$ cat src/rtl/hw_cursor_pkg.sv
package hw_cursor_pkg;
  localparam int PIX_W   = 32;
  localparam int COLOR_W = 24;

  typedef enum logic [1:0] {
    ACT_PASS   = 2'd0,
    ACT_INVERT = 2'd1,
    ACT_COLOR0 = 2'd2,
    ACT_COLOR1 = 2'd3
  } cur_action_e;

  function automatic cur_action_e pick_action(input logic hit, input logic and_b,
                                              input logic xor_b);
    if (!hit)        return ACT_PASS;
    else if (and_b)  return xor_b ? ACT_INVERT : ACT_PASS;
    else             return xor_b ? ACT_COLOR1 : ACT_COLOR0;
  endfunction
endpackage

$ cat src/rtl/cursor_line_fetch.sv
module cursor_line_fetch #(
  parameter int ADDR_W  = 31,
  parameter int XY_W    = 16,
  parameter int CUR_DIM = 64
) (
  input  logic                clk,
  input  logic                rst_n,
  input  logic                line_req,
  input  logic [XY_W-1:0]     line_y,
  input  logic [XY_W-1:0]     v_last,
  input  logic                cfg_enable,
  input  logic [ADDR_W:0]     cfg_offset,
  input  logic [2*XY_W-1:0]   cfg_pos,
  output logic                busy,
  output logic                line_hit,
  output logic [XY_W-1:0]     cur_x,
  output logic [CUR_DIM-1:0]  and_plane,
  output logic [CUR_DIM-1:0]  xor_plane,
  output logic                mem_rd,
  output logic [ADDR_W-1:0]   mem_addr,
  input  logic [7:0]          mem_rdata
);
  localparam int PLANE_BYTES = CUR_DIM / 8;
  localparam int LINE_BYTES  = 2 * PLANE_BYTES;
  localparam int CNT_W       = $clog2(LINE_BYTES + 1);

  logic [ADDR_W-1:0] app_off, nxt_off, base_q;
  logic [XY_W-1:0]   app_x, app_y, nxt_x, nxt_y, row;
  logic              lock, in_win;
  logic [CNT_W-1:0]  cnt, idx;

  always_comb begin
    lock    = cfg_offset[ADDR_W];
    nxt_off = lock ? app_off : cfg_offset[ADDR_W-1:0];
    nxt_x   = lock ? app_x : cfg_pos[2*XY_W-1:XY_W];
    nxt_y   = lock ? app_y : cfg_pos[XY_W-1:0];
    row     = line_y - nxt_y;
    in_win  = cfg_enable && (line_y >= nxt_y) && (line_y <= v_last) &&
              ({1'b0, line_y} < ({1'b0, nxt_y} + (XY_W+1)'(CUR_DIM)));
    idx     = cnt - CNT_W'(1);
  end

  assign mem_rd   = busy && (cnt < CNT_W'(LINE_BYTES));
  assign mem_addr = base_q + ADDR_W'(cnt);
  assign cur_x    = app_x;

  always_ff @(posedge clk or negedge rst_n) begin
    if (!rst_n) begin
      app_off   <= '0;
      app_x     <= '0;
      app_y     <= '0;
      base_q    <= '0;
      busy      <= 1'b0;
      line_hit  <= 1'b0;
      cnt       <= '0;
      and_plane <= '0;
      xor_plane <= '0;
    end else begin
      if (line_req && !busy) begin
        app_off  <= nxt_off;
        app_x    <= nxt_x;
        app_y    <= nxt_y;
        line_hit <= in_win;
        base_q   <= nxt_off + ADDR_W'(row) * ADDR_W'(LINE_BYTES);
        if (in_win) begin
          busy <= 1'b1;
          cnt  <= '0;
        end
      end else if (busy) begin
        cnt <= cnt + CNT_W'(1);
        if (cnt == CNT_W'(LINE_BYTES)) busy <= 1'b0;
      end
      if (busy && cnt != '0) begin
        for (int i = 0; i < PLANE_BYTES; i++) begin
          if (idx == CNT_W'(i))
            for (int j = 0; j < 8; j++) and_plane[i*8+j] <= mem_rdata[7-j];
          if (idx == CNT_W'(i + PLANE_BYTES))
            for (int j = 0; j < 8; j++) xor_plane[i*8+j] <= mem_rdata[7-j];
        end
      end
    end
  end

  AST_ADDR_STEP: assert property (@(posedge clk) disable iff (!rst_n)
    mem_rd && $past(mem_rd) |-> mem_addr == $past(mem_addr) + ADDR_W'(1));
  AST_LOCK_HOLD: assert property (@(posedge clk) disable iff (!rst_n)
    line_req && !busy && cfg_offset[ADDR_W] |=> app_x == $past(app_x) && app_off == $past(app_off));
  AST_NO_READ_OUTSIDE: assert property (@(posedge clk) disable iff (!rst_n)
    line_req && !busy && !in_win |=> !mem_rd);
endmodule

$ cat src/rtl/cursor_pixel_mix.sv
module cursor_pixel_mix
  import hw_cursor_pkg::*;
#(
  parameter int XY_W    = 16,
  parameter int CUR_DIM = 64
) (
  input  logic               clk,
  input  logic               rst_n,
  input  logic               line_req,
  input  logic               pix_take,
  input  logic [PIX_W-1:0]   s_pixel,
  input  logic               line_hit,
  input  logic [XY_W-1:0]    cur_x,
  input  logic [XY_W-1:0]    h_width,
  input  logic [CUR_DIM-1:0] and_plane,
  input  logic [CUR_DIM-1:0] xor_plane,
  input  logic [COLOR_W-1:0] color0,
  input  logic [COLOR_W-1:0] color1,
  output logic [PIX_W-1:0]   m_pixel
);
  localparam int COL_W = $clog2(CUR_DIM);

  logic [XY_W-1:0]  px;
  logic [COL_W-1:0] col;
  logic             hit;
  cur_action_e      act;

  always_ff @(posedge clk or negedge rst_n) begin
    if (!rst_n)        px <= '0;
    else if (line_req) px <= '0;
    else if (pix_take) px <= px + XY_W'(1);
  end

  always_comb begin
    col = COL_W'(px - cur_x);
    hit = line_hit && (px >= cur_x) && (px < h_width) &&
          ({1'b0, px} < ({1'b0, cur_x} + (XY_W+1)'(CUR_DIM)));
    act = pick_action(hit, and_plane[col], xor_plane[col]);
    case (act)
      ACT_INVERT: m_pixel = ~s_pixel;
      ACT_COLOR0: m_pixel = {{(PIX_W-COLOR_W){1'b1}}, color0};
      ACT_COLOR1: m_pixel = {{(PIX_W-COLOR_W){1'b1}}, color1};
      default:    m_pixel = s_pixel;
    endcase
  end

  AST_CLIP_EDGE: assert property (@(posedge clk) disable iff (!rst_n)
    px >= h_width |-> m_pixel == s_pixel);
  AST_ALPHA_SET: assert property (@(posedge clk) disable iff (!rst_n)
    hit && !and_plane[col] |-> m_pixel[PIX_W-1:COLOR_W] == '1);
endmodule

$ cat src/rtl/hw_cursor_overlay.sv
module hw_cursor_overlay
  import hw_cursor_pkg::*;
#(
  parameter int ADDR_W  = 31,
  parameter int XY_W    = 16,
  parameter int CUR_DIM = 64
) (
  input  logic               clk,
  input  logic               rst_n,
  input  logic               line_req,
  input  logic [XY_W-1:0]    line_y,
  input  logic [XY_W-1:0]    v_last,
  input  logic [XY_W-1:0]    h_width,
  input  logic               cfg_enable,
  input  logic [ADDR_W:0]    cfg_offset,
  input  logic [2*XY_W-1:0]  cfg_pos,
  input  logic [COLOR_W-1:0] color0,
  input  logic [COLOR_W-1:0] color1,
  input  logic               s_valid,
  output logic               s_ready,
  input  logic [PIX_W-1:0]   s_pixel,
  output logic               m_valid,
  input  logic               m_ready,
  output logic [PIX_W-1:0]   m_pixel,
  output logic               mem_rd,
  output logic [ADDR_W-1:0]  mem_addr,
  input  logic [7:0]         mem_rdata
);
  logic               busy, line_hit;
  logic [XY_W-1:0]    cur_x;
  logic [CUR_DIM-1:0] and_plane, xor_plane;

  assign s_ready = m_ready && !busy;
  assign m_valid = s_valid;

  cursor_line_fetch #(.ADDR_W(ADDR_W), .XY_W(XY_W), .CUR_DIM(CUR_DIM)) u_fetch (
    .clk, .rst_n, .line_req, .line_y, .v_last, .cfg_enable, .cfg_offset, .cfg_pos,
    .busy, .line_hit, .cur_x, .and_plane, .xor_plane, .mem_rd, .mem_addr, .mem_rdata
  );

  cursor_pixel_mix #(.XY_W(XY_W), .CUR_DIM(CUR_DIM)) u_mix (
    .clk, .rst_n, .line_req, .pix_take(s_valid && s_ready), .s_pixel, .line_hit,
    .cur_x, .h_width, .and_plane, .xor_plane, .color0, .color1, .m_pixel
  );

  AST_NO_TAKE_DURING_FETCH: assert property (@(posedge clk) disable iff (!rst_n)
    mem_rd |-> !s_ready);
  AST_STALL_HOLDS: assert property (@(posedge clk) disable iff (!rst_n)
    !m_ready |-> !s_ready);
endmodule

$ cat config.mk
export PLATFORM = sky130hd
export DESIGN_NAME = hw_cursor_overlay
export DESIGN_NICKNAME = d
export VERILOG_FILES = /design/src/rtl/hw_cursor_pkg.sv /design/src/rtl/cursor_line_fetch.sv /design/src/rtl/cursor_pixel_mix.sv /design/src/rtl/hw_cursor_overlay.sv
export SDC_FILE = /design/constraint.sdc
export NUM_CORES = 1
export LEC_CHECK = 0
export ABC_AREA = 1
export ABC_CLOCK_PERIOD_IN_PS = 5370
export BUFFER_PORTS_ARGS = -buffer_cell sky130_fd_sc_hd__buf_2
export CAP_MARGIN = 20
export CORE_MARGIN = 4
export CORE_UTILIZATION = 35
export CTS_CLUSTER_DIAMETER = 200
export DETAILED_ROUTE_END_ITERATION = 10
export GPL_TIMING_DRIVEN = 0
export PLACE_DENSITY = 0.64
export SLEW_MARGIN = 20
export SYNTH_ARGS = -nofsm -noshare
export SYNTH_HDL_FRONTEND = slang
export SYNTH_HIERARCHICAL = 1
export SYNTH_SLANG_ARGS = --single-unit
$ cat constraint.sdc
create_clock -name clk -period 5.37 [get_ports clk]
set_input_delay 0.537 -clock clk [delete_from_list [all_inputs] [get_ports clk]]
set_output_delay 0.537 -clock clk [all_outputs]
set_load 0.005 [all_outputs]
# ---- Word-level counts from Yosys, hierarchy flattened
# Cells that the tools add are included.
dict set report totals {
  ff_bits 245
  in_bits 206
  output_inout_bits 66
  wordCells 117
}
dict set report classes {
  addsub 9
  magnitude_cmp 8
  eq_ne 20
  mux 20
  bitwise_logic 2
  n_reduce_logical 34
}
# op count
set op_table {}
lappend op_table {{case mux 32 bit (3 select lines)} 1}
lappend op_table {{two-way mux 16 bit} 3}
lappend op_table {{equality test 5 x 4 -> 1 bit, second input constant} 8}
lappend op_table {{AND reduction 2 bit} 18}
lappend op_table {{adder 16 x 7 -> 17 bit, second input constant} 2}
lappend op_table {{less-than comparator 16 x 17 -> 1 bit} 2}
lappend op_table {{>= comparator 16 bit} 2}
lappend op_table {{NOT 32 bit} 1}
lappend op_table {{adder 31 x 20 -> 31 bit} 1}
lappend op_table {{adder 31 x 5 -> 31 bit} 1}
lappend op_table {{two-way mux 31 bit} 1}
lappend op_table {{equality test 5 x 3 -> 1 bit, second input constant} 4}
lappend op_table {{adder 16 x 1 -> 16 bit, second input constant} 1}
lappend op_table {{<= comparator 16 bit} 1}
lappend op_table {{less-than comparator 16 bit} 1}
lappend op_table {{subtractor 16 bit} 1}
lappend op_table {{two-way mux 5 bit} 3}
lappend op_table {{binary-select mux 1 bit (select 6 bit)} 2}
lappend op_table {{logical AND 1 bit} 11}
lappend op_table {{equality test 5 x 2 -> 1 bit, second input constant} 2}
lappend op_table {{two-way mux 1 bit} 8}
lappend op_table {{less-than comparator 6 x 7 -> 1 bit, second input constant} 1}
lappend op_table {{subtractor 6 bit} 1}
lappend op_table {{adder 5 x 1 -> 5 bit, second input constant} 1}
lappend op_table {{13 further kinds} 16}

# ---- Longest topological paths before layout
dict set report depth {
  word_depth 8
  ltp_mapped 30
  ltp_nobuf 26
}

# ---- Modules after synthesis
# The synthesis kept the hierarchy.
# mod instances cells_each area_each_um2 seq_area_each_um2
set by_module_without_submodules {}
lappend by_module_without_submodules {cursor_line_fetch 1 1609 13011.2 5630.4}
lappend by_module_without_submodules {cursor_pixel_mix 1 825 4505.6 400.4}
lappend by_module_without_submodules {hw_cursor_overlay 1 6 31.3 0.0}

# ---- Least setup slack after synthesis
# OpenSTA, ideal clock, no wires.
dict set report synth_timing {
  path_kind {input to register}
  startpoint {input cfg_offset[31]}
  endpoint {register u_fetch.base_q[29]}
  t_arrival_ps 4067
  path_slack_ps 1186
  stages 27
  path_buffers 5
  path_cell_list {buf_6 buf_6 buf_6 buf_6 clkbuf_1 nand2_1 o21ai_0 ha_1 inv_1 fa_1 nand3_1 nand2_1 nand2_1 nand3_1 a21boi_0 o21ai_0 xor2_1 ha_1 a21o_1 a21oi_1 nor2_1 nor2_1 nand3_1 nand2_1 nand2_1 nand3_1 nand2_1}
}
dict set report synth_between {
  elab_chain_len 3
}
# element line
set synth_lines {}
lappend synth_lines {{start, declared} hw_cursor_overlay.sv:15} ;# input logic [ADDR_W:0] cfg_offset,
lappend synth_lines {{two-way mux 16 bit} cursor_line_fetch.sv:36} ;# nxt_y = lock ? app_y : cfg_pos[XY_W-1:0];
lappend synth_lines {{via u_fetch.nxt_y[0]} cursor_line_fetch.sv:28} ;# logic [XY_W-1:0] app_x, app_y, nxt_x, nxt_y, row;
lappend synth_lines {{subtractor 16 bit} cursor_line_fetch.sv:37} ;# row = line_y - nxt_y;
lappend synth_lines {{adder 31 x 20 -> 31 bit} cursor_line_fetch.sv:64} ;# base_q <= nxt_off + ADDR_W'(row) * ADDR_W'(LINE_BYTES);
lappend synth_lines {{end signal, assigned} cursor_line_fetch.sv:64}
lappend synth_lines {{end, declared} cursor_line_fetch.sv:27} ;# logic [ADDR_W-1:0] app_off, nxt_off, base_q;
# The timed path passes the listed nets, and every way through them passes these cells.
# A chain may end at the register's enable or synchronous reset.

# ---- Final worst setup path
dict set report layout_timing {
  startpoint {register u_mix.px[0]}
  endpoint {output m_pixel[28]}
}
dict set report layout_between {
  elab_chain_len 8
}
# element line
set layout_lines {}
lappend layout_lines {{start, declared} cursor_pixel_mix.sv:23} ;# logic [XY_W-1:0] px;
lappend layout_lines {{start signal, assigned} cursor_pixel_mix.sv:31} ;# else if (pix_take) px <= px + XY_W'(1);
lappend layout_lines {{subtractor 6 bit} cursor_pixel_mix.sv:35} ;# col = COL_W'(px - cur_x);
lappend layout_lines {{binary-select mux 1 bit (select 6 bit)} cursor_pixel_mix.sv:38} ;# act = pick_action(hit, and_plane[col], xor_plane[col]);
lappend layout_lines {{two-way mux 1 bit (implied by the code)} cursor_pixel_mix.sv:38}
lappend layout_lines {{two-way mux 1 bit} {hw_cursor_pkg.sv:15, hw_cursor_pkg.sv:16}}
lappend layout_lines {{two-way mux 2 bit} hw_cursor_pkg.sv:15} ;# else if (and_b) return xor_b ? ACT_INVERT : ACT_PASS;
lappend layout_lines {{two-way mux 2 bit *} hw_cursor_pkg.sv:14} ;# if (!hit) return ACT_PASS;
lappend layout_lines {{equality test 2 bit / equality test 2 x 1 -> 1 bit (equally long branches)} cursor_pixel_mix.sv:39} ;# case (act)
lappend layout_lines {{case mux 32 bit (3 select lines) *} cursor_pixel_mix.sv:39}
lappend layout_lines {{end, declared} hw_cursor_overlay.sv:24} ;# output logic [PIX_W-1:0] m_pixel,
# Mark *: on every way between the ends. The rest lies on a longest branch, timed or not. The select of a mux whose other input is x is not followed.

==> results_dict.tcl <==
set metrics [dict create \
    seq_area_frac_synth_pct 34.4 \
    clkPwrFrac_pct 18.6 \
    synthAdderAreaFrac_pct 8.58 \
    syn_area_per_cell_um2 7.19 \
    crit_path_start_kind "flop" \
    grt_overflow 0 \
    combPwrFrac_pct 51.4 \
    row_count 81 \
    synth_commonest_cells "nand2_1, inv_1, nand3_1" \
    seqPwrFrac_pct 30.0 \
    async_flop_share_pct 100 \
    synthesis.yosys.warnings 6 \
    via_per_inst 5.06 \
    dieHeight_um 232 \
    tns_ns 0 \
    hpwlAfterDp_um 43500 \
    antenna_cells 0 \
    antenna_found_initial 0 \
    cts_buffer_depth 3 \
    synth_compound_area_share_pct 11.2 \
    cts_root_buf "clkbuf_16" \
    post_cts_resized 0 \
    grt_setup_unrepaired "false" \
    muxShareOfSynthArea_pct 0 \
    synth_ff_type "dfrtp_1" \
    synth_fp_nets 2764 \
    numCtsBuffers 28 \
    fmax_mhz 214 \
    dr.pass1.iters 5 \
    postSynthCellCount 2440 \
    via_count 17320 \
    port_buffers 270 \
    cpPeakStageDelay_ns 0.41 \
    grtUsageTotal_pct 20.2 \
    min_period_ns 4.68 \
    syn_area_um2 17500 \
    yosysTopAreaCell "dfrtp_1" \
    grt_pass1_vias 16972 \
    critical_path_arrival_ns 4.14 \
    path_cells "inv_1 > ha_1 > fa_1 > buf_2 > inv_1 > buf_2 > buf_2 > nand2_1 > nand3_1 > nand3_1 > nand3_1 > nand3_2 > nand3_4 > buf_4 > nand2_1 > inv_2 > o21ai_1 > buf_2" \
    tightest_slew_ns 0.836 \
    cts.sinks 241 \
    crit_fanout 10 \
    drc 0 \
    ios 272 \
    synth_top_family_by_area "simple AND/OR/NAND/NOR gates" \
    yosys.area_share.simple_pct 32.2 \
    die_w_um 232 \
    period_share_pct 87.1 \
    cp_data_required_time_ns 4.83 \
    crit_type "reg -> out" \
    wl_per_cell_um 16.4 \
    initial_utilization_pct 35.6 \
    finalMaxSlewViolations 0 \
    whs_ns 0.169 \
    cp_common_cell "buf_2" \
    syn_to_final_growth_pct 18.3 \
    finalSetupViolCount 0 \
    hold_path_class "in -> reg" \
    ys_seq_elements 241 \
    internal_power_uw 5720 \
    clock_skew_ns 0.0183 \
    synth_top_area_share_pct 34.4 \
    power.switching_uw 4810 \
    p_per_area_nw_per_um2 508 \
    synth_xor_area_share_pct 4.32 \
    ir_worst_vdd_mv 0.260 \
    gp_congestion 1.06 \
    hold_viol 0 \
    cap_violations 0 \
    yosysUniqueCellTypes 53 \
    synth_most_common_cell "nand2_1" \
    status "finished clean" \
    p_sw_share_pct 45.7 \
    cts_tree "done" \
    p_leak_uw 0.0108 \
    drive_gt1_share_pct 17.7 \
    floorplan.die_area_um2 53800 \
    cts.clk_slew.worst_paths_ns 0.06 \
    fin_nets 3067 \
    grt_first_pass_wirelength_um 88800 \
    drtIter0Drc 1263 \
    endpoint_kind "primary output" \
    htreeDepth 1 \
    grt_max_degree 99 \
    drt_wl_total_um 56100 \
    insertion_delay_ns 0.58 \
    max_slew_margin_pct 44.3 \
    core_um2 49300 \
    synthTopCellsByArea "dfrtp_1, nand2_1, ha_1" \
    synth_edf_count 0 \
    crit_slowest_cell "fa_1" \
    ant_nets 0 \
]
## cell families (layout without fill, tap and decap cells)
| logic type | after synthesis | after routing |
|---|---|---|
| AND/OR/NAND/NOR | 1282 | 1282 |
| buffers and inverters | 367 | 688 |
| AO/OA/AOI/OAI | 354 | 354 |
| flip-flops | 241 | 241 |
| adder cells (fa/ha/maj) | 118 | 118 |
| XOR/XNOR | 78 | 78 |
## per-stage QoR
step	setup slack [ns]	utilization [%]	instance area (um^2)	total power (uW)	cells
5_1_grt	0.451	42.1	20800	11400	3425
3_5_place_dp	0.400	40.2	19800	8550	3376
4_1_cts	0.763	42.1	20800	10600	3425
2_1_floorplan	1.19	-	17500	6890	2440
3_3_place_gp	-0.558	40.1	19700	8410	3374
6_report	0.695	42.1	20800	10500	3425
## worst max-delay path, delay by kind of cell (launching register included)
family	cells	cell delay [ns]
flops	1	0.39
buf+inv	8	1.51
fa+ha+maj	2	0.62
simple gates	7	0.93
compound gates	1	0.10
## cells in the final DEF (no fill, tap or decap), types with 8 or more instances in the layout
cell | Yosys | layout
o21ai_1 | 85 | 85
nand2_1 | 789 | 789
buf_2 | 20 | 289
inv_2 | 10 | 10
xnor2_1 | 18 | 18
o21ai_0 | 144 | 144
nor2_1 | 101 | 101
buf_4 | 9 | 9
nor3_1 | 26 | 26
clkbuf_16 | 0 | 28
buf_6 | 26 | 26
a21oi_1 | 64 | 64
o21ai_2 | 37 | 37
nand2_2 | 20 | 20
xor2_1 | 53 | 53
inv_1 | 261 | 261
nand2_4 | 8 | 8
ha_1 | 114 | 114
nor2_4 | 10 | 10
nand3_1 | 252 | 252
clkbuf_1 | 37 | 42
nand4_1 | 39 | 39
dfrtp_1 | 241 | 241
## layer usage
layer,GRT usage (%),vias to the layer above,wire length (um)
li1,-,8516,-
met1,24.7,8100,22900
met2,37.1,592,27900
met3,2.36,112,3290
met4,6.11,0,1930
met5,0,-,0
## power by group through the flow
stage	Sequential, uW	Clock, uW	Combinational, uW
finish	3160	1960	5420
global route	3260	2080	6070
CTS	3150	2000	5400
detailed placement	3170	0	5380
global placement	3140	0	5270
floorplan	3000	0	3890
## worst paths after layout
| check | to | from | cells past startpoint | slack [ns] |
|---|---|---|---|---|
| max | m_pixel[28] | u_mix/px[0] | 18 | 0.69 |
| min | u_fetch/cur_x[13] | cfg_pos[29] | 3 | 0.17 |
| max reg2reg | u_fetch/base_q[25] | u_fetch/app_y[0] | 21 | 1.58 |
| min reg2reg | u_fetch/cur_x[5] | u_fetch/cur_x[5] | 2 | 0.47 |
| max in group asynchronous | u_fetch/app_y[7] | rst_n | 4 | 3.58 |
| min in group asynchronous | u_fetch/xor_plane[33] | rst_n | 2 | 0.50 |
## state kept, by name (all words and copies together) (netlist names)
signal and flops:
u_mix/px 16, u_fetch/app_y 16, u_fetch/app_off 31, u_fetch/cnt 5, u_fetch/and_plane 64, u_fetch/base_q 27
u_fetch/xor_plane 64, u_fetch/busy 1, u_fetch/cur_x 16, u_fetch/line_hit 1
## layout make-up
type	count	area, um^2
Timing Repair Buffer	273	1430
Tap cell	664	831
Inverter	274	1030
Clock buffer	39	802
Multi-Input combinational cell	1832	9880
Clock inverter	9	145
Fill cell	5083	28500
Buffer	93	603
Sequential cell	241	6030
## timing repair
action / CTS / global route
hold buffers: 1 / 0
buffers inserted: 0 / 0
hold endpoints to repair: 63 / 0
No activity file was read; power rests on OpenSTA's default activity.
